[src/rtl/trap_cmp_pkg.sv]
package trap_cmp_pkg;

  // Number of relations selectable by the condition mask
  localparam int REL_N = 5;

  // Mask bit positions; the bench and the caller decode these
  typedef enum int {
    REL_UGT = 0,
    REL_ULT = 1,
    REL_EQ  = 2,
    REL_SGT = 3,
    REL_SLT = 4
  } rel_idx_e;

  typedef logic [REL_N-1:0] rel_vec_t;
  typedef logic [3:0]       cause_t;

  localparam cause_t CAUSE_NONE = 4'h0;
  localparam cause_t CAUSE_TRAP = 4'h2;

  // Result of one magnitude comparison
  typedef struct packed {
    logic lt;
    logic gt;
    logic eq;
  } mag_t;

  // Combine the relation vector with the mask
  function automatic logic any_enabled(rel_vec_t rel, rel_vec_t mask);
    return |(rel & mask);
  endfunction

endpackage

[src/rtl/trap_cmp_operand.sv]
// Widens one operand to XLEN+1 bits so that a single signed comparator
// can serve both signed and unsigned relations in either width mode.
module trap_cmp_operand #(
  parameter int XLEN = 64,
  parameter int WLEN = 32
) (
  input  logic [XLEN-1:0] opnd_i,
  input  logic            dword_i,
  input  logic            signed_i,
  output logic [XLEN:0]   ext_o
);
  localparam int FILL_W = XLEN + 1 - WLEN;

  logic [WLEN-1:0] low_word;
  logic            word_fill;
  logic            dword_fill;

  assign low_word   = opnd_i[WLEN-1:0];
  assign word_fill  = signed_i & low_word[WLEN-1];
  assign dword_fill = signed_i & opnd_i[XLEN-1];

  always_comb begin
    if (dword_i) begin
      ext_o = {dword_fill, opnd_i};
    end else begin
      ext_o = {{FILL_W{word_fill}}, low_word};
    end
  end
endmodule

[src/rtl/trap_cmp_mag.sv]
// Signed magnitude comparison of two equal-width vectors.
module trap_cmp_mag #(
  parameter int W = 65
) (
  input  logic [W-1:0]      a_i,
  input  logic [W-1:0]      b_i,
  output trap_cmp_pkg::mag_t res_o
);
  import trap_cmp_pkg::*;

  function automatic mag_t compare(logic [W-1:0] a, logic [W-1:0] b);
    mag_t r;
    r.lt = $signed(a) < $signed(b);
    r.gt = $signed(a) > $signed(b);
    r.eq = (a == b);
    return r;
  endfunction

  assign res_o = compare(a_i, b_i);
endmodule

[src/rtl/trap_cmp_rel.sv]
// Builds the five-entry relation vector: one lane for unsigned, one for signed.
module trap_cmp_rel #(
  parameter int XLEN = 64,
  parameter int WLEN = 32
) (
  input  logic [XLEN-1:0]             opa_i,
  input  logic [XLEN-1:0]             opb_i,
  input  logic                        dword_i,
  output trap_cmp_pkg::rel_vec_t      rel_o
);
  import trap_cmp_pkg::*;

  localparam int LANES = 2;   // lane 0 unsigned, lane 1 signed
  localparam int EXT_W = XLEN + 1;

  mag_t lane_res [LANES];

  for (genvar k = 0; k < LANES; k++) begin : g_lane
    logic [EXT_W-1:0] ext_a;
    logic [EXT_W-1:0] ext_b;

    trap_cmp_operand #(.XLEN(XLEN), .WLEN(WLEN)) u_opa (
      .opnd_i   (opa_i),
      .dword_i  (dword_i),
      .signed_i (k == 1),
      .ext_o    (ext_a)
    );

    trap_cmp_operand #(.XLEN(XLEN), .WLEN(WLEN)) u_opb (
      .opnd_i   (opb_i),
      .dword_i  (dword_i),
      .signed_i (k == 1),
      .ext_o    (ext_b)
    );

    trap_cmp_mag #(.W(EXT_W)) u_mag (
      .a_i   (ext_a),
      .b_i   (ext_b),
      .res_o (lane_res[k])
    );
  end

  always_comb begin
    rel_o          = '0;
    rel_o[REL_SLT] = lane_res[1].lt;
    rel_o[REL_SGT] = lane_res[1].gt;
    rel_o[REL_EQ]  = lane_res[0].eq;
    rel_o[REL_ULT] = lane_res[0].lt;
    rel_o[REL_UGT] = lane_res[0].gt;
  end
endmodule

[src/rtl/trap_cmp_unit.sv]
module trap_cmp_unit #(
  parameter int XLEN = 64,
  parameter int WLEN = 32
) (
  input  logic            clk_i,
  input  logic            rst_ni,
  input  logic            valid_i,
  input  logic            dword_i,
  input  logic [4:0]      mask_i,
  input  logic [XLEN-1:0] opa_i,
  input  logic [XLEN-1:0] opb_i,
  output logic            done_o,
  output logic            trap_o,
  output logic [3:0]      cause_o
);
  import trap_cmp_pkg::*;

  // Named internal events, visible to the checker
  rel_vec_t rel_hits;
  logic     fire;

  trap_cmp_rel #(.XLEN(XLEN), .WLEN(WLEN)) u_rel (
    .opa_i   (opa_i),
    .opb_i   (opb_i),
    .dword_i (dword_i),
    .rel_o   (rel_hits)
  );

  assign fire = valid_i & any_enabled(rel_hits, mask_i);

  always_ff @(posedge clk_i) begin
    if (!rst_ni) begin
      done_o  <= 1'b0;
      trap_o  <= 1'b0;
      cause_o <= CAUSE_NONE;
    end else begin
      done_o  <= valid_i;
      trap_o  <= fire;
      cause_o <= fire ? CAUSE_TRAP : CAUSE_NONE;
    end
  end
endmodule

[config.mk]
export PLATFORM = sky130hd
export DESIGN_NAME = trap_cmp_unit
export DESIGN_NICKNAME = d
export VERILOG_FILES = /design/src/rtl/trap_cmp_pkg.sv /design/src/rtl/trap_cmp_operand.sv /design/src/rtl/trap_cmp_mag.sv /design/src/rtl/trap_cmp_rel.sv /design/src/rtl/trap_cmp_unit.sv
export SDC_FILE = /design/constraint.sdc
export NUM_CORES = 1
export LEC_CHECK = 0
export BUFFER_PORTS_ARGS = -buffer_cell sky130_fd_sc_hd__buf_2
export CAP_MARGIN = 40
export CORE_UTILIZATION = 50
export CTS_BUF_LIST = sky130_fd_sc_hd__clkbuf_4 sky130_fd_sc_hd__clkbuf_8
export DETAILED_ROUTE_END_ITERATION = 12
export PLACE_DENSITY = 0.85
export SETUP_SLACK_MARGIN = 0.4
export SYNTH_ARGS = -nofsm -noshare
export SYNTH_HDL_FRONTEND = slang
export SYNTH_SLANG_ARGS = --single-unit
[constraint.sdc]
create_clock -name clk_i -period 4.6 [get_ports clk_i]
set_input_delay 0.69 -clock clk_i [delete_from_list [all_inputs] [get_ports clk_i]]
set_output_delay 0.69 -clock clk_i [all_outputs]
set_load 0.1 [all_outputs]
==> run_results.csv <==
group,metric,value,unit
yosys,synth_cell_types,40,
worst_setup_path,path_cells,"buf_2 -> buf_4 -> nand2_1 -> ha_1 -> nand4_1 -> nor4_1 -> nand3_1 -> o21ai_0 -> o2bb2ai_1 -> o31ai_1 -> o211ai_1",
placement,placed_area,0.003826,mm2
grt,grt_max_degree,81,
clock_network,cts_resized,0,
sta,finalHoldViolations,0,
routing,wl_met2,4.377,mm
die,die_area,0.006492,mm2
sta,setup_violations,0,
die,die_x,80.57,um
sta,rsz0062_at_grt,"no",
placement,gp_congestion,0.9030,
layout,area_growth,25.37,%
routing,antenna_left,0,
clock_network,cts_buffers,3,
yosys,syn_area,0.003087,mm2
worst_setup_path,critPathKind,"input port to flop",
layout,fin_area,0.003870,mm2
yosys,synth-edff-count,0,
routing,wire_per_inst,13.35,um
die,floorplan.rows,28,
sta,maxSlewViolCount,0,
routing,highest-signal-layer,"met4",
layout,n_fill_cell,548,
clock_network,post_cts_buffers,0,
routing,vias_per_cell,5.599,
layout,drive_above_1_share,0.2653,
worst_setup_path,path_max_fanout,80,
routing,totalWireLength,8.665,mm
clock_network,clock-sinks,2,
sta,worst_slew_pin_slew,0.6548,ns
placement,io_buffers,139,
clock_network,cts_hold_buf,0,
yosys,synth_warnings,0,
yosys,yosysMostFrequentCell,"ha_1",
yosys,synth.top_cell.area_share,0.3891,
sta,max_freq,277.8,MHz
layout,nets,808,
min_path,min_to,"done_o",
layout,finish.utilization,0.6536,
clock_network,cts-htree-levels,1,
power,pwr_density_cell,124.8,mW/mm2
clock_network,cts_tree,"built",
grt,antenna_found_initial,1,
yosys,ys.flop_type,"dfxtp_1",
sta,setup_tns,0,ns
power,ir_drop,0.09024,mV
yosys,synthTopCellsByCount,"ha_1 (96), a21oi_1 (68), nand2_1 (54)",
routing,wl_met3,474,um
routing,dr.pass1.iters,4,
worst_setup_path,critPathMaxStageDelay,0.59,ns
sta,finalCritPeriodShare,0.7826,
sta,relSlewSlack,0.5635,
worst_setup_path,slowest_stage,"buf_4",
yosys,synth_seq_cells,2,
die,io_pins,143,
grt,gr-usage-all-layers,0.2647,
yosys,synth_top_area_cell,"ha_1",
routing,drc,0,
yosys,netlist_instances,445,
power,p_total,483.0,uW
min_path,hp-class,"input port to flop",
job,max-cap-violations,0,
grt,grt_pass1_wl,13.82,mm
routing,drtIter0Drc,187,
yosys,yosys-top-cells-area,"ha_1 (39%), a21oi_1 (11%), nand2b_1 (6.9%), nand2_1 (6.6%), and2_1 (6.5%)",
routing,m1WireLength,3.574,mm
min_path,hold_depth,2,
clock_network,clk_pin_slew_worst_paths,0.03,ns
grt,grt_pass1_vias,3361,
placement,hpwlAfterDp,7.467,mm
routing,num_vias,3634,
die,start_util,0.5213,
status,status,"complete, no violations",
power,leakagePower,0.002173,uW
grt,grt.overflow.total,0,
yosys,synth-seq-area-share,0.01297,
worst_setup_path,crit_arrival,3.68,ns
yosys,async_reset_ff_frac,0,
min_path,min_from,"valid_i",
worst_setup_path,required,4.68,ns
die,core_area,0.005921,mm2
die,die_h,80.57,um
worst_setup_path,crit_path_start_kind,"input port",
sta,fin_crit,3.600,ns
yosys,avgSynthCellArea,6.936,um2
clock_network,cts.path.max_buffers,2,
clock_network,clockRootBuffer,"clkbuf_8",
worst_setup_path,endpoint_kind,"flop",
-- report_power, final --
part / leakage [uW] / switching (uW) / internal (uW)
Sequential: 0.0000166 / 1.14 / 19.2
Combinational: 0.00213 / 221 / 170
Clock: 0.0000216 / 16.2 / 55.6
Total: 0.00217 / 238 / 245
-- routing by layer --
metal  vias to the layer above  GRT usage
met2                       118     0.5178
met5                         -          0
met1                      1637     0.2939
li1                       1857          -
met4                         0    0.07679
met3                        22    0.02841
-- area by class of cell --
class	instances	area (um2)	area share
diodes	1	2.502	0.0006466
flip-flops and latches	2	40.04	0.01035
repair buffers	143	725.7	0.1875
inverters	39	146.4	0.03783
clock buffers	3	41.29	0.01067
multi-input cells	386	2820	0.7287
well taps	75	93.84	0.02425
-- cells by family (layout without fill, tap and decap cells) --
| kind of cell | after synthesis | in the layout | share of synthesized area |
|---|---|---|---|
| and+or+nand+nor | 174 | 174 | 0.3044 |
| AOI/OAI and AO/OA | 113 | 113 | 0.2157 |
| adders and majority gates | 96 | 96 | 0.3891 |
| buffers and inverters | 59 | 185 | 0.07661 |
| DFF | 2 | 2 | 0.01297 |
| other | 1 | 4 | 0.001215 |
-- registers in the layout (all words and copies together) (netlist names) --
| signal | cells |
|---|---|
| cause_o | 1 |
| done_o | 1 |
-- worst max-delay path: cells and delay by family --
family | cells | cell delay (ns)
adder cells (fa/ha/maj) | 1 | 0.33
AO/OA/AOI/OAI | 4 | 0.77
AND/OR/NAND/NOR | 4 | 1.01
buffers and inverters | 2 | 0.84
-- metrics by stage --
| stage | hold slack (ns) | setup slack, ns | instances |
|---|---|---|---|
| floorplan | 0.8512 | 1.370 | 447 |
| global placement | 0.9839 | 0.9094 | 645 |
| detailed placement | 0.9875 | 0.8241 | 645 |
| CTS | 0.7686 | 1.040 | 648 |
| global route | 0.7709 | 0.6587 | 649 |
| finish | 0.7666 | 1.000 | 649 |
-- how the worst max path moves through the flow --
stage	from	end	slack (ns)	cells after the start
final	dword_i	cause_o[1]	1.00	11
after global placement	dword_i	cause_o[1]	0.91	12
after CTS	dword_i	cause_o[1]	1.04	12
after detailed placement	dword_i	cause_o[1]	0.82	12
after floorplan	dword_i	cause_o[1]	1.37	10
after global routing	dword_i	cause_o[1]	0.66	11
-- placed cells by master (no fill, tap or decap), types with 2 or more instances in the layout --
| master | Yosys | final |
|---|---|---|
| a211oi_1 | 5 | 5 |
| a21o_1 | 5 | 5 |
| a21oi_1 | 68 | 68 |
| a221oi_1 | 2 | 2 |
| and2_1 | 32 | 32 |
| buf_2 | 0 | 139 |
| buf_4 | 4 | 4 |
| clkbuf_8 | 0 | 3 |
| conb_1 | 1 | 3 |
| dfxtp_1 | 2 | 2 |
| ha_1 | 96 | 96 |
| inv_1 | 39 | 39 |
| nand2_1 | 54 | 54 |
| nand2b_1 | 34 | 34 |
| nand3_1 | 11 | 11 |
| nand4_1 | 20 | 20 |
| nor2_1 | 8 | 7 |
| nor3_1 | 2 | 2 |
| nor4_1 | 3 | 3 |
| o211ai_1 | 3 | 3 |
| o21a_1 | 3 | 3 |
| o21ai_0 | 13 | 13 |
| o221ai_1 | 2 | 2 |
| o31ai_1 | 3 | 3 |
| or3_1 | 2 | 2 |
| or4_1 | 2 | 2 |
| or4_4 | 2 | 2 |
Note: power is estimated with default switching activity, not from simulation.
